**src/rtl/erc_pkg.sv**
```systemverilog
package erc_pkg;
  typedef enum logic [1:0] {
    PIN_IDLE = 2'd0,
    PIN_WAIT = 2'd1,
    PIN_ON   = 2'd2
  } pin_state_e;
endpackage

```
**src/rtl/erc_status_bank.sv**
```systemverilog
module erc_status_bank #(
  parameter int N_SRC = 8
) (
  input  logic             clk_i,
  input  logic             rst_ni,
  input  logic [N_SRC-1:0] err_i,
  input  logic [N_SRC-1:0] clr_i,
  output logic [N_SRC-1:0] status_o
);
  for (genvar g = 0; g < N_SRC; g++) begin : g_bit
    logic sts_q;
    // a new error wins over a clear in the same cycle
    always_ff @(posedge clk_i or negedge rst_ni) begin
      if (!rst_ni)        sts_q <= 1'b0;
      else if (err_i[g])  sts_q <= 1'b1;
      else if (clr_i[g])  sts_q <= 1'b0;
    end
    assign status_o[g] = sts_q;
  end
endmodule

```
**src/rtl/erc_reset_pulse.sv**
```systemverilog
module erc_reset_pulse #(
  parameter int N_SRC = 8
) (
  input  logic             clk_i,
  input  logic             rst_ni,
  input  logic [N_SRC-1:0] status_i,
  input  logic [N_SRC-1:0] rst_en_i,
  output logic             rst_new_o,
  output logic             rst_req_o
);
  logic [N_SRC-1:0] armed;
  logic [N_SRC-1:0] seen_q;
  logic             req_q;

  assign armed     = status_i & rst_en_i;
  assign rst_new_o = |(armed & ~seen_q);

  always_ff @(posedge clk_i or negedge rst_ni) begin
    if (!rst_ni) begin
      seen_q <= '0;
      req_q  <= 1'b0;
    end else begin
      seen_q <= armed;
      req_q  <= rst_new_o;
    end
  end

  assign rst_req_o = req_q;
endmodule

```
**src/rtl/erc_pin_timer.sv**
```systemverilog
module erc_pin_timer
  import erc_pkg::*;
#(
  parameter int DLY_W = 16
) (
  input  logic             clk_i,
  input  logic             rst_ni,
  input  logic             pend_i,
  input  logic             rst_new_i,
  input  logic             dly_en_i,
  input  logic [DLY_W-1:0] dly_val_i,
  output logic             pin_o
);
  pin_state_e       state_q, state_d;
  logic [DLY_W-1:0] cnt_q, cnt_d;
  logic             no_delay;

  assign no_delay = !dly_en_i || (dly_val_i == '0);

  always_comb begin
    state_d = state_q;
    cnt_d   = cnt_q;
    unique case (state_q)
      PIN_IDLE: begin
        if (pend_i) begin
          if (no_delay || rst_new_i) begin
            state_d = PIN_ON;
          end else begin
            state_d = PIN_WAIT;
            cnt_d   = dly_val_i - 1'b1;
          end
        end
      end
      PIN_WAIT: begin
        if (!pend_i)                      state_d = PIN_IDLE;
        else if (rst_new_i || cnt_q == '0) state_d = PIN_ON;
        else                              cnt_d   = cnt_q - 1'b1;
      end
      PIN_ON: begin
        if (!pend_i) state_d = PIN_IDLE;
      end
      default: state_d = PIN_IDLE;
    endcase
  end

  always_ff @(posedge clk_i or negedge rst_ni) begin
    if (!rst_ni) begin
      state_q <= PIN_IDLE;
      cnt_q   <= '0;
    end else begin
      state_q <= state_d;
      cnt_q   <= cnt_d;
    end
  end

  assign pin_o = (state_q == PIN_ON);
endmodule

```
**src/rtl/err_reaction_ctrl.sv**
```systemverilog
module err_reaction_ctrl #(
  parameter int N_SRC = 8,
  parameter int DLY_W = 16
) (
  input  logic             clk_i,
  input  logic             rst_ni,
  input  logic [N_SRC-1:0] err_i,
  input  logic [N_SRC-1:0] clr_i,
  input  logic [N_SRC-1:0] pin_en_i,
  input  logic [N_SRC-1:0] irq_en_i,
  input  logic [N_SRC-1:0] rst_en_i,
  input  logic             dly_en_i,
  input  logic [DLY_W-1:0] dly_val_i,
  output logic [N_SRC-1:0] status_o,
  output logic             err_pin_o,
  output logic             irq_o,
  output logic             rst_req_o
);
  logic [N_SRC-1:0] status;
  logic             rst_new;
  logic             irq_q;

  erc_status_bank #(.N_SRC(N_SRC)) i_bank (
    .clk_i    (clk_i),
    .rst_ni   (rst_ni),
    .err_i    (err_i),
    .clr_i    (clr_i),
    .status_o (status)
  );

  erc_reset_pulse #(.N_SRC(N_SRC)) i_rstp (
    .clk_i     (clk_i),
    .rst_ni    (rst_ni),
    .status_i  (status),
    .rst_en_i  (rst_en_i),
    .rst_new_o (rst_new),
    .rst_req_o (rst_req_o)
  );

  erc_pin_timer #(.DLY_W(DLY_W)) i_pin (
    .clk_i     (clk_i),
    .rst_ni    (rst_ni),
    .pend_i    (|(status & pin_en_i)),
    .rst_new_i (rst_new),
    .dly_en_i  (dly_en_i),
    .dly_val_i (dly_val_i),
    .pin_o     (err_pin_o)
  );

  always_ff @(posedge clk_i or negedge rst_ni) begin
    if (!rst_ni) irq_q <= 1'b0;
    else         irq_q <= |(status & irq_en_i);
  end

  assign irq_o    = irq_q;
  assign status_o = status;
endmodule

```
**config.mk**
```make
export PLATFORM = sky130hd
export DESIGN_NAME = err_reaction_ctrl
export DESIGN_NICKNAME = d
export VERILOG_FILES = /design/src/rtl/erc_pkg.sv /design/src/rtl/erc_status_bank.sv /design/src/rtl/erc_reset_pulse.sv /design/src/rtl/erc_pin_timer.sv /design/src/rtl/err_reaction_ctrl.sv
export SDC_FILE = /design/constraint.sdc
export NUM_CORES = 1
export LEC_CHECK = 0
export BUFFER_PORTS_ARGS = -buffer_cell sky130_fd_sc_hd__clkbuf_2
export CAP_MARGIN = 20
export CORE_ASPECT_RATIO = 0.9
export CORE_UTILIZATION = 58
export CTS_BUF_LIST = sky130_fd_sc_hd__clkbuf_4
export DETAILED_ROUTE_END_ITERATION = 16
export PLACE_DENSITY = 0.86
export REMOVE_ABC_BUFFERS = 1
export SKIP_CTS_REPAIR_TIMING = 1
export SYNTH_ARGS = -nofsm -noshare
export SYNTH_HDL_FRONTEND = slang
export SYNTH_SLANG_ARGS = --single-unit
```
**constraint.sdc**
```tcl
create_clock -name clk_i -period 5.7 [get_ports clk_i]
set_input_delay 0.57 -clock clk_i [delete_from_list [all_inputs] [get_ports clk_i]]
set_output_delay 0.57 -clock clk_i [all_outputs]
set_load 0.1 [all_outputs]
```
==> out/metrics.csv <==
metric,value,unit
status,completed,
Row Count,21,
fraction of layout cells with a size suffix above 1,32.4,%
clk_lat worst skew,0.34,ns
Yosys top cell area share,37.2,%
"most common cell after layout, fill and taps aside",clkbuf_2,
Hold Path Class,in2async,
R2R setup slack,2.68,ns
first-pass GRT wire length,9560,um
synth top area cells,"dfrtp_1, mux2i_1, nand2_1",
Core Region,3860,sq um
clock root buffer master,clkbuf_4,
sequential cell area,901,sq um
sw frac,35.3,%
antenna diode count,0,
area of the multi-input gates,1300,sq um
full die area,4440,sq um
most frequent cells in the layout,"clkbuf_2, dfrtp_1, nand2_1",
largest net degree at the start of global routing,37,
antenna-violating nets left,0,
Worst-Margin Slew,1.05,ns
RSZ-0062 raised after global routing,no,
Synth cell types,59,
sequential power share,47.6,%
crit share post-route,53.0,%
Avg Inst Size Synth,8.97,sq um
NumNets Final,386,
TritonRoute pass-1 iters,5,
initial antenna violation count,0,
I/O Buffers,69,
Clock transition at path regs,0.12,ns
headroom to the max-slew limit,29.6,%
# fillers,312,
Period minus WS final,3.02,ns
CP endpoint kind,register,
Worst Skew,0.0127,ns
Cells after Synth,270,
worst slack at placement,2.77,ns
Sw Pwr,242,uW
crit path DAT,3.32,ns
CTS tree,yes,
DR WL/cell,15.1,um
DIE HEIGHT,63.3,um
final setup vio count,0,
clock power share,26.6,%
internal power,445,uW
vias in the first global route,2144,
Setup Crit Path Kind,reg2reg,
final hold vios,0,
worst flop-to-flop path startpoint,i_pin.state_q[1],
CTS max path bufs,2,
total track usage,26.7,%
Vias,2267,
R2R cell count,7,
Post-Route Utilization,71.8,%
IO Count,70,
DRT iter0 DRCs,247,
"EDFF count, synth",0,
slack of the critical path,2.68,ns
total CTS buffers,5,
Post-synth top flop,dfrtp_1,
VDD IR max,0.196,mV
fin. max-slew vios,0,
"Max FO, Critical Path",28,
total congestion overflow,0,
logic gate share of total power,25.8,%
FMAX,0.331,GHz
GP Congestion,0.897,
CTS H-Tree Depth,2,
Detail Placement HPWL,4120,um
mapped cell area,2420,sq um
LEAKAGE,1.35,nW
"Req. time, crit path",6.00,ns
Ys Warns,0,
Post-Route WL,5620,um
clk sinks,36,
R2R Path End,i_pin.cnt_q[9],
"area leader, netlist",dfrtp_1,
P per Cell Area,248,nW/um^2
vias per cell,6.08,
startpoint types,register,
sequential area share after synthesis,37.2,%
DRC,0,
final setup TNS,0,ns
Layout area overhead,14.6,%
max-cap violations,0,
Die X,70.1,um
dpl cells,365,
ys async rst share,100,%
Starting Density,62.7,%
Finished Layout Cells,373,
flop and latch count out of synthesis,36,
-- registers in the layout (all words and copies together) (netlist names) --
signal,flops
i_rstp.seen_q,8
i_pin.state_q,2
irq_o,1
i_pin.cnt_q,16
i_rstp.rst_req_o,1
i_bank.g_bit.sts_q,8
-- cells by family (layout without fill, tap and decap cells) --
| logic type | after synthesis | in the layout | share of synthesized area, % |
|---|---|---|---|
| AOI/OAI and AO/OA | 87 | 87 | 26.4 |
| DFF | 36 | 36 | 37.2 |
| adders and majority gates | 1 | 1 | 0.517 |
| buffers and inverters | 43 | 100 | 9.35 |
| and+or+nand+nor | 90 | 90 | 20.8 |
| muxes | 13 | 13 | 5.74 |
-- power by group through the flow --
stage                     registers (mW)  clock network, mW  logic (mW)
final                              0.327              0.183       0.177
after global routing               0.330              0.197       0.194
after CTS                          0.325              0.186       0.177
after floorplan                    0.354                  0      0.0893
after global placement             0.329                  0       0.171
after detailed placement           0.330                  0       0.175
-- Yosys cell counts, types with 2 or more instances --
| library cell | instances |
|---|---|
| a211oi_1 | 2 |
| a211oi_2 | 2 |
| a21o_1 | 10 |
| a21oi_1 | 14 |
| a21oi_2 | 2 |
| a22o_1 | 2 |
| a22oi_1 | 8 |
| a31oi_1 | 4 |
| buf_2 | 4 |
| buf_4 | 11 |
| clkbuf_1 | 4 |
| dfrtp_1 | 36 |
| inv_1 | 20 |
| mux2_2 | 3 |
| mux2i_1 | 9 |
| nand2_1 | 24 |
| nand2_2 | 2 |
| nand2b_1 | 3 |
| nand3_1 | 2 |
| nand3b_1 | 2 |
| nand4_1 | 2 |
| nor2_1 | 20 |
| nor2b_1 | 6 |
| nor3_1 | 7 |
| nor3_2 | 2 |
| o2111ai_2 | 2 |
| o211ai_1 | 4 |
| o21ai_0 | 12 |
| o21ai_1 | 5 |
| o21ai_2 | 2 |
| o22ai_1 | 4 |
| o311ai_1 | 2 |
| o31ai_1 | 3 |
| or3_1 | 7 |
| or3_4 | 2 |
| or4_1 | 3 |
-- metrics by stage --
step	hold slack (ns)	total power, mW	cell area, sq um
2_1_floorplan	0.274	0.444	2270
3_3_place_gp	0.483	0.500	2690
3_5_place_dp	0.487	0.505	2690
4_1_cts	0.348	0.689	2770
5_1_grt	0.369	0.722	2770
6_report	0.315	0.687	2770
-- worst max path at each step --
stage                           from        endpoint  slack [ns]  depth (start not counted)
floorplan           i_pin.state_q[0]  i_pin.cnt_q[9]        2.40                          6
global placement    i_pin.state_q[1]  i_pin.cnt_q[9]        2.85                          7
detailed placement  i_pin.state_q[1]  i_pin.cnt_q[9]        2.77                          7
CTS                 i_pin.state_q[1]  i_pin.cnt_q[9]        2.74                          7
global route        i_pin.state_q[1]  i_pin.cnt_q[9]        2.48                          7
finish              i_pin.state_q[1]  i_pin.cnt_q[9]        2.68                          7
-- layout make-up --
cell class	instances	share of cell area, %
flip-flops and latches	36	32.5
clock inverters	3	1.53
repair buffers	71	13.0
inverters	21	2.84
clock buffers	5	1.35
multi-input cells	191	46.7
well taps	46	2.07
-- layer usage --
metal  up-vias  track usage, %  part of all wire [%]
met2       109            43.0                    47
met1      1067            36.4                    45
met5         -               0                     0
met4         0            8.75                   1.1
met3         8            5.12                   7.1
li1       1083               -                     -
-- critical path, cell delays in order, from the launching register on --
cell	delay, ns
dfrtp_1	0.47
nand2b_1	0.13
buf_4	0.32
mux2_4	0.37
nor4_2	0.92
or4b_1	0.50
o211ai_1	0.11
a22o_1	0.14
Note: power is estimated with default switching activity, not from simulation.
